[src/rtl/seg_pkg.sv]
package seg_pkg;
   typedef enum logic [1:0] {
      FR_WAIT = 2'd0,
      FR_HDR  = 2'd1,
      FR_PAY  = 2'd2
   } fr_state_e;
endpackage

[src/rtl/seg_len_ctrl.sv]
module seg_len_ctrl #(
   parameter int LEN_W        = 32,
   parameter int PKT_W        = 16,
   parameter int PKT_LEN_MAX  = 16000,
   parameter int PKT_LEN_DFLT = 1460
) (
   input  logic             clk,
   input  logic             rst_n,
   input  logic             cmd_send,
   input  logic [PKT_W-1:0] cfg_pkt_len,
   input  logic [LEN_W-1:0] cfg_total_len,
   input  logic             pay_beat,
   output logic             busy,
   output logic [LEN_W-1:0] remain,
   output logic [PKT_W-1:0] seg_len
);
   localparam logic [PKT_W-1:0] DFLT_V = PKT_W'(PKT_LEN_DFLT);
   localparam logic [PKT_W-1:0] MAX_V  = PKT_W'(PKT_LEN_MAX);

   generate
      if (LEN_W < PKT_W) begin : g_bad_len_w
         $error("seg_len_ctrl: LEN_W must not be narrower than PKT_W");
      end
      if (PKT_LEN_DFLT < 1 || PKT_LEN_DFLT > PKT_LEN_MAX) begin : g_bad_dflt
         $error("seg_len_ctrl: default size outside 1..PKT_LEN_MAX");
      end
   endgenerate

   logic             busy_q;
   logic [LEN_W-1:0] remain_q;
   logic [PKT_W-1:0] pkt_q;
   logic [PKT_W-1:0] pkt_sel;
   logic             take;

   assign take    = cmd_send && !busy_q && (cfg_total_len != '0);
   assign pkt_sel = (cfg_pkt_len == '0 || cfg_pkt_len > MAX_V) ? DFLT_V : cfg_pkt_len;

   always_ff @(posedge clk or negedge rst_n) begin
      if (!rst_n) begin
         busy_q   <= 1'b0;
         remain_q <= '0;
         pkt_q    <= DFLT_V;
      end else if (take) begin
         busy_q   <= 1'b1;
         remain_q <= cfg_total_len;
         pkt_q    <= pkt_sel;
      end else if (pay_beat && busy_q) begin
         remain_q <= remain_q - 1'b1;
         if (remain_q == LEN_W'(1)) busy_q <= 1'b0;
      end
   end

   always_comb begin
      if (!busy_q)                         seg_len = '0;
      else if (remain_q < LEN_W'(pkt_q))   seg_len = remain_q[PKT_W-1:0];
      else                                 seg_len = pkt_q;
   end

   assign busy   = busy_q;
   assign remain = remain_q;

   AST_REMAIN_MONO: assert property (@(posedge clk) disable iff (!rst_n)
      busy_q && $past(busy_q) |-> remain_q <= $past(remain_q));
   AST_BUSY_DONE: assert property (@(posedge clk) disable iff (!rst_n)
      $fell(busy_q) |-> remain_q == '0);
   AST_PKT_FROZEN: assert property (@(posedge clk) disable iff (!rst_n)
      busy_q && $past(busy_q) |-> $stable(pkt_q));
   AST_SEG_NONZERO: assert property (@(posedge clk) disable iff (!rst_n)
      busy_q |-> seg_len != '0);
endmodule

[src/rtl/seg_framer.sv]
module seg_framer
   import seg_pkg::*;
#(
   parameter int DATA_W  = 8,
   parameter int HDR_LEN = 54,
   parameter int PKT_W   = 16,
   parameter int LVL_W   = 17,
   parameter int HIDX_W  = 6
) (
   input  logic              clk,
   input  logic              rst_n,
   input  logic              busy,
   input  logic [PKT_W-1:0]  seg_len,
   input  logic [LVL_W-1:0]  store_level,
   input  logic [DATA_W-1:0] store_rd_data,
   output logic              store_rd_en,
   output logic [HIDX_W-1:0] hdr_idx,
   input  logic [DATA_W-1:0] hdr_data,
   output logic              mac_valid,
   input  logic              mac_ready,
   output logic              mac_sop,
   output logic              mac_eop,
   output logic [DATA_W-1:0] mac_data,
   output logic              pay_beat
);
   localparam int CMP_W = (LVL_W > PKT_W) ? LVL_W : PKT_W;

   fr_state_e        state_q;
   logic [PKT_W-1:0] left_q;
   logic             hdr_last;
   logic             can_start;

   assign can_start = busy && (seg_len != '0) &&
                      (CMP_W'(store_level) >= CMP_W'(seg_len));

   // header index: a single-byte header needs no counter
   generate
      if (HDR_LEN == 1) begin : g_hidx_one
         assign hdr_idx  = '0;
         assign hdr_last = 1'b1;
      end else begin : g_hidx_cnt
         logic [HIDX_W-1:0] idx_q;
         always_ff @(posedge clk or negedge rst_n) begin
            if (!rst_n)                                        idx_q <= '0;
            else if (state_q == FR_WAIT)                       idx_q <= '0;
            else if (state_q == FR_HDR && mac_ready && !hdr_last) idx_q <= idx_q + 1'b1;
         end
         assign hdr_idx  = idx_q;
         assign hdr_last = (idx_q == HIDX_W'(HDR_LEN - 1));
      end
   endgenerate

   always_ff @(posedge clk or negedge rst_n) begin
      if (!rst_n) begin
         state_q <= FR_WAIT;
         left_q  <= '0;
      end else begin
         unique case (state_q)
            FR_WAIT: if (can_start) begin
               state_q <= FR_HDR;
               left_q  <= seg_len;
            end
            FR_HDR: if (mac_ready && hdr_last) state_q <= FR_PAY;
            FR_PAY: if (mac_ready) begin
               left_q <= left_q - 1'b1;
               if (left_q == PKT_W'(1)) state_q <= FR_WAIT;
            end
            default: state_q <= FR_WAIT;
         endcase
      end
   end

   always_comb begin
      mac_valid   = 1'b0;
      mac_sop     = 1'b0;
      mac_eop     = 1'b0;
      mac_data    = '0;
      store_rd_en = 1'b0;
      pay_beat    = 1'b0;
      unique case (state_q)
         FR_HDR: begin
            mac_valid = 1'b1;
            mac_data  = hdr_data;
            mac_sop   = (hdr_idx == '0);
         end
         FR_PAY: begin
            mac_valid   = 1'b1;
            mac_data    = store_rd_data;
            mac_eop     = (left_q == PKT_W'(1));
            store_rd_en = mac_ready;
            pay_beat    = mac_ready;
         end
         default: ;
      endcase
   end

   AST_HOLD_STALL: assert property (@(posedge clk) disable iff (!rst_n)
      mac_valid && !mac_ready |=> mac_valid && $stable(mac_data) &&
      $stable(mac_sop) && $stable(mac_eop));
   AST_NO_EMPTY_READ: assert property (@(posedge clk) disable iff (!rst_n)
      store_rd_en |-> store_level != '0);
   AST_START_ENOUGH: assert property (@(posedge clk) disable iff (!rst_n)
      mac_sop |-> CMP_W'(store_level) >= CMP_W'(left_q));
   AST_SOP_NOT_EOP: assert property (@(posedge clk) disable iff (!rst_n)
      mac_sop |-> mac_valid && !mac_eop);
endmodule

[src/rtl/tx_segmenter.sv]
module tx_segmenter #(
   parameter int DATA_W       = 8,
   parameter int LEN_W        = 32,
   parameter int PKT_W        = 16,
   parameter int LVL_W        = 17,
   parameter int HDR_LEN      = 54,
   parameter int PKT_LEN_MAX  = 16000,
   parameter int PKT_LEN_DFLT = 1460,
   localparam int HIDX_W      = (HDR_LEN < 2) ? 1 : $clog2(HDR_LEN)
) (
   input  logic              clk,
   input  logic              rst_n,
   input  logic              cmd_send,
   input  logic [PKT_W-1:0]  cfg_pkt_len,
   input  logic [LEN_W-1:0]  cfg_total_len,
   output logic              busy,
   output logic [LEN_W-1:0]  remain_len,
   input  logic [LVL_W-1:0]  store_level,
   output logic              store_rd_en,
   input  logic [DATA_W-1:0] store_rd_data,
   output logic [HIDX_W-1:0] hdr_idx,
   input  logic [DATA_W-1:0] hdr_data,
   output logic              mac_valid,
   input  logic              mac_ready,
   output logic              mac_sop,
   output logic              mac_eop,
   output logic [DATA_W-1:0] mac_data
);
   generate
      if (HDR_LEN < 1) begin : g_bad_hdr
         $error("tx_segmenter: HDR_LEN must be at least 1");
      end
      if (PKT_LEN_MAX < 1 || PKT_LEN_MAX >= (64'd1 << PKT_W)) begin : g_bad_max
         $error("tx_segmenter: PKT_LEN_MAX does not fit PKT_W");
      end
      if (PKT_LEN_MAX >= (64'd1 << LVL_W)) begin : g_bad_lvl
         $error("tx_segmenter: store level cannot show a full packet");
      end
   endgenerate

   logic [PKT_W-1:0] seg_len;
   logic             pay_beat;

   seg_len_ctrl #(
      .LEN_W(LEN_W), .PKT_W(PKT_W),
      .PKT_LEN_MAX(PKT_LEN_MAX), .PKT_LEN_DFLT(PKT_LEN_DFLT)
   ) u_len (
      .clk(clk), .rst_n(rst_n), .cmd_send(cmd_send),
      .cfg_pkt_len(cfg_pkt_len), .cfg_total_len(cfg_total_len),
      .pay_beat(pay_beat), .busy(busy), .remain(remain_len), .seg_len(seg_len)
   );

   seg_framer #(
      .DATA_W(DATA_W), .HDR_LEN(HDR_LEN), .PKT_W(PKT_W),
      .LVL_W(LVL_W), .HIDX_W(HIDX_W)
   ) u_frm (
      .clk(clk), .rst_n(rst_n), .busy(busy), .seg_len(seg_len),
      .store_level(store_level), .store_rd_data(store_rd_data),
      .store_rd_en(store_rd_en), .hdr_idx(hdr_idx), .hdr_data(hdr_data),
      .mac_valid(mac_valid), .mac_ready(mac_ready), .mac_sop(mac_sop),
      .mac_eop(mac_eop), .mac_data(mac_data), .pay_beat(pay_beat)
   );
endmodule

[config.mk]
export PLATFORM = sky130hd
export DESIGN_NAME = tx_segmenter
export DESIGN_NICKNAME = d
export VERILOG_FILES = /design/src/rtl/seg_pkg.sv /design/src/rtl/seg_len_ctrl.sv /design/src/rtl/seg_framer.sv /design/src/rtl/tx_segmenter.sv
export SDC_FILE = /design/constraint.sdc
export NUM_CORES = 1
export LEC_CHECK = 0
export ABC_AREA = 1
export CAP_MARGIN = 40
export CORE_ASPECT_RATIO = 1.75
export CORE_MARGIN = 2
export CORE_UTILIZATION = 57
export DETAILED_ROUTE_END_ITERATION = 12
export GPL_TIMING_DRIVEN = 0
export PLACE_DENSITY_LB_ADDON = 0.25
export SLEW_MARGIN = 40
export SYNTH_ARGS = -nofsm -noshare
export SYNTH_HDL_FRONTEND = slang
export SYNTH_HIERARCHICAL = 1
export SYNTH_SLANG_ARGS = --single-unit
[constraint.sdc]
create_clock -name clk -period 5.5 [get_ports clk]
set_input_delay 0.825 -clock clk [delete_from_list [all_inputs] [get_ports clk]]
set_output_delay 0.825 -clock clk [all_outputs]
set_load 0.1 [all_outputs]
==> impl_metrics.ini <==
[run_status]
status = finished, final reports clean

[yosys]
synth_area_leaders = dfrtp_1, nand2_1, nand3_1
synthCells = 982
syn_nets = 1108
yosys.area.top_type_share_pct = 26.40
yosysUniqueCellTypes = 41
async_reset_ff_share_pct = 100.0
ys_seq_area_share_pct = 28.88
synth-seq-cells = 73
syn-cell-area_um2 = 6351
synth_top_area_cell = dfrtp_1
synth_ff_type = dfrtp_1
avgSynthCellArea_um2 = 6.468
synth_edf_count = 0
synth_warnings = 6

[clock_tree]
cts_hold_buf = 0
cts_made_buffers = 9
ctsResizeCount = 0
clockBufferDepth = 2
cts_sinks = 73
cts_setup_buffers = 0
cts_max_level = 3
clk_root_buffer_cell = clkbuf_16
clk_latency_ps = 340
cts_tree = yes
clk_pin_slew_ps = 60

[sta]
setup_viol = 0
grt_setup_unrepaired = no
tightest_slew_ps = 628.9
hold_viol = 0
layout_setup_ws_ps = 1638
tns_ps = 0
period_share_pct = 70.22
fmax_ghz = 0.2589
fin_crit_ps = 3862
finClkSkew_ps = 5.996
slew_violations = 0
slew_headroom_pct = 58.07

[die]
num_io_pins = 136
core_area_um2 = 10980
die_h_um = 143.6
dieArea_um2 = 12040
initial_utilization_pct = 57.87
num_rows = 51
dieWidth_um = 83.80

[route]
route.detailed.drc = 0
dr_total_vias = 7200
wirelength_mm = 20.63
avgRoutedWirePerCell_um = 16.29
ant_nets = 0
drtIter0Drc = 524
drt-vias-per-instance = 5.687
drtPass1Iterations = 6

[power_and_ir_drop]
p_per_area_nw_per_um2 = 603.1
swShare_pct = 60.82
power_frac_comb_pct = 65.2
p_clk_share_pct = 12.7
p_leak_nw = 3.942
power_switching_mw = 2.912
p_int_mw = 1.876
ir_drop_mv = 0.6400
seqPwrFrac_pct = 22.1

[global_route]
grt_max_degree = 42
grt_antenna_before_repair = 0
grt.total_usage_pct = 34.56
grt_pass1_wl_mm = 32.98
grt-ovfl-total = 0
first_global_vias = 7052

[critical_path]
worstPathArrival_ps = 4100
critPathCaptureType = flop
critPathRequiredTime_ps = 5730
slowest_stage = dfstp_2
path_delay_family = simple AND/OR/NAND/NOR gates
critical-path-max-stage-delay_ps = 560
path_buf_inv = 4
path_class = reg -> reg
cpMostUsedCell = nand2_1
startpoint_type = flop
cp_max_fo = 10
path_cells = inv_1 -> ha_1 -> a21oi_1 -> nor2_1 -> nor3_1 -> nand2_1 -> nand2_1 -> buf_2 -> a21oi_1 -> nor2_1 -> inv_1 -> ha_1 -> nand2_1 -> nor2_2 -> nand2_1 -> o21bai_1 -> nor2_1 -> nand2_1 -> nand2_1 -> nand2_2 -> nand3_4 -> buf_6 -> nand2_1 -> nand2_1

[finish]
layout.nets = 1255
drive_gt1_share_pct = 11.90
final_cell_mix = nand2_1, nor2_1, nand3_1
area_growth_pct = 25.02
diodes = 0
layout_commonest_cell = nand2_1
fillCellCount = 963

[min_path]
worstHoldPathType = in -> async

[placement]
routabilityCongestion = 0.9764
dp_hpwl_mm = 16.56
port_buffers = 135
pre_cts_slack_ps = 1723

[flow_run]
maxCapViolations = 0
## cells by family (layout without fill, tap and decap cells)
group / Yosys count / count (layout) / share of synthesized area, %
xor+xnor: 24 / 24 / 3.310
buf+inv: 140 / 292 / 9.693
fa+ha+maj: 41 / 41 / 8.077
flops: 73 / 73 / 28.88
compound gates: 85 / 85 / 7.191
simple gates: 619 / 619 / 42.85
## per-layer routing
| metal | vias up | wire length [µm] | GRT usage [%] |
|---|---|---|---|
| li1 | 3482 | - | - |
| met4 | 0 | 1797 | 27.93 |
| met2 | 365 | 10690 | 63.12 |
| met3 | 131 | 1215 | 4.652 |
| met5 | - | 0 | 0 |
| met1 | 3222 | 6926 | 34.58 |
## final timing paths
kind | to | start | cells after the start | slack [ps]
hold reg to reg | u_frm/left_q[1] | u_frm/left_q[1] | 2 | 470
setup / recovery | u_frm/left_q[10] | u_len/pkt_q[5] | 24 | 1640
setup reg to reg | u_frm/left_q[10] | u_len/pkt_q[5] | 24 | 1640
min in group clk | u_frm/left_q[1] | u_frm/left_q[1] | 2 | 470
hold / removal | u_frm/hdr_idx[1] | rst_n | 1 | 360
max in group asynchronous | u_len/pkt_q[2] | rst_n | 2 | 4540
## power groups by stage
stage	Sequential (mW)	Clock (mW)	Combinational (mW)
after floorplan	1.84	0	1.59
after global placement	1.06	0	3.18
after detailed placement	1.06	0	3.07
after CTS	1.05	0.613	3.09
after global routing	1.09	0.637	3.35
final	1.06	0.608	3.12
## cell usage after synthesis (3+ instances only)
| cell | instances |
|---|---|
| nand2_1 | 268 |
| nor2_1 | 142 |
| nand3_1 | 137 |
| inv_1 | 87 |
| dfrtp_1 | 67 |
| a21oi_1 | 42 |
| ha_1 | 41 |
| nand4_1 | 30 |
| o21ai_0 | 26 |
| xor2_1 | 16 |
| clkbuf_1 | 13 |
| inv_2 | 13 |
| buf_2 | 11 |
| nor2_2 | 10 |
| nor3_1 | 9 |
| xnor2_1 | 8 |
| buf_6 | 6 |
| dfstp_2 | 6 |
| a31oi_1 | 5 |
| o21ai_1 | 5 |
| buf_4 | 4 |
| nand2_2 | 4 |
| nand3b_1 | 4 |
| nor2_4 | 4 |
| buf_1 | 3 |
## per-stage QoR
stage	cells	instance area [µm²]	power [mW]	hold slack, ps	utilization, %
global route	1266	7940	5.074	385.1	72.34
finish	1266	7940	4.788	363.0	72.34
global placement	1249	7868	4.241	456.7	71.68
detailed placement	1250	7634	4.130	459.2	69.55
floorplan	982	6351	3.430	441.9	-
CTS	1266	7940	4.753	374.1	72.34
## registers in the layout, summed over array words and instances, names as in the netlist
| signal | flops |
|---|---|
| u_len/busy | 1 |
| u_frm/hdr_idx | 6 |
| u_frm/state_q | 2 |
| u_len/pkt_q | 16 |
| u_len/remain | 32 |
| u_frm/left_q | 16 |
## area by class of cell
type,instances,area (µm²),area share [%]
multi-input combinational,769,3901,49.13
timing repair buffer,136,1117,14.07
clock buffer,10,239.0,3.010
tap,132,165.2,2.080
buffer,38,232.7,2.931
sequential,73,1834,23.10
clock inverter,6,67.56,0.8509
inverter,102,382.9,4.822
Note: power is estimated with default switching activity, not from simulation.
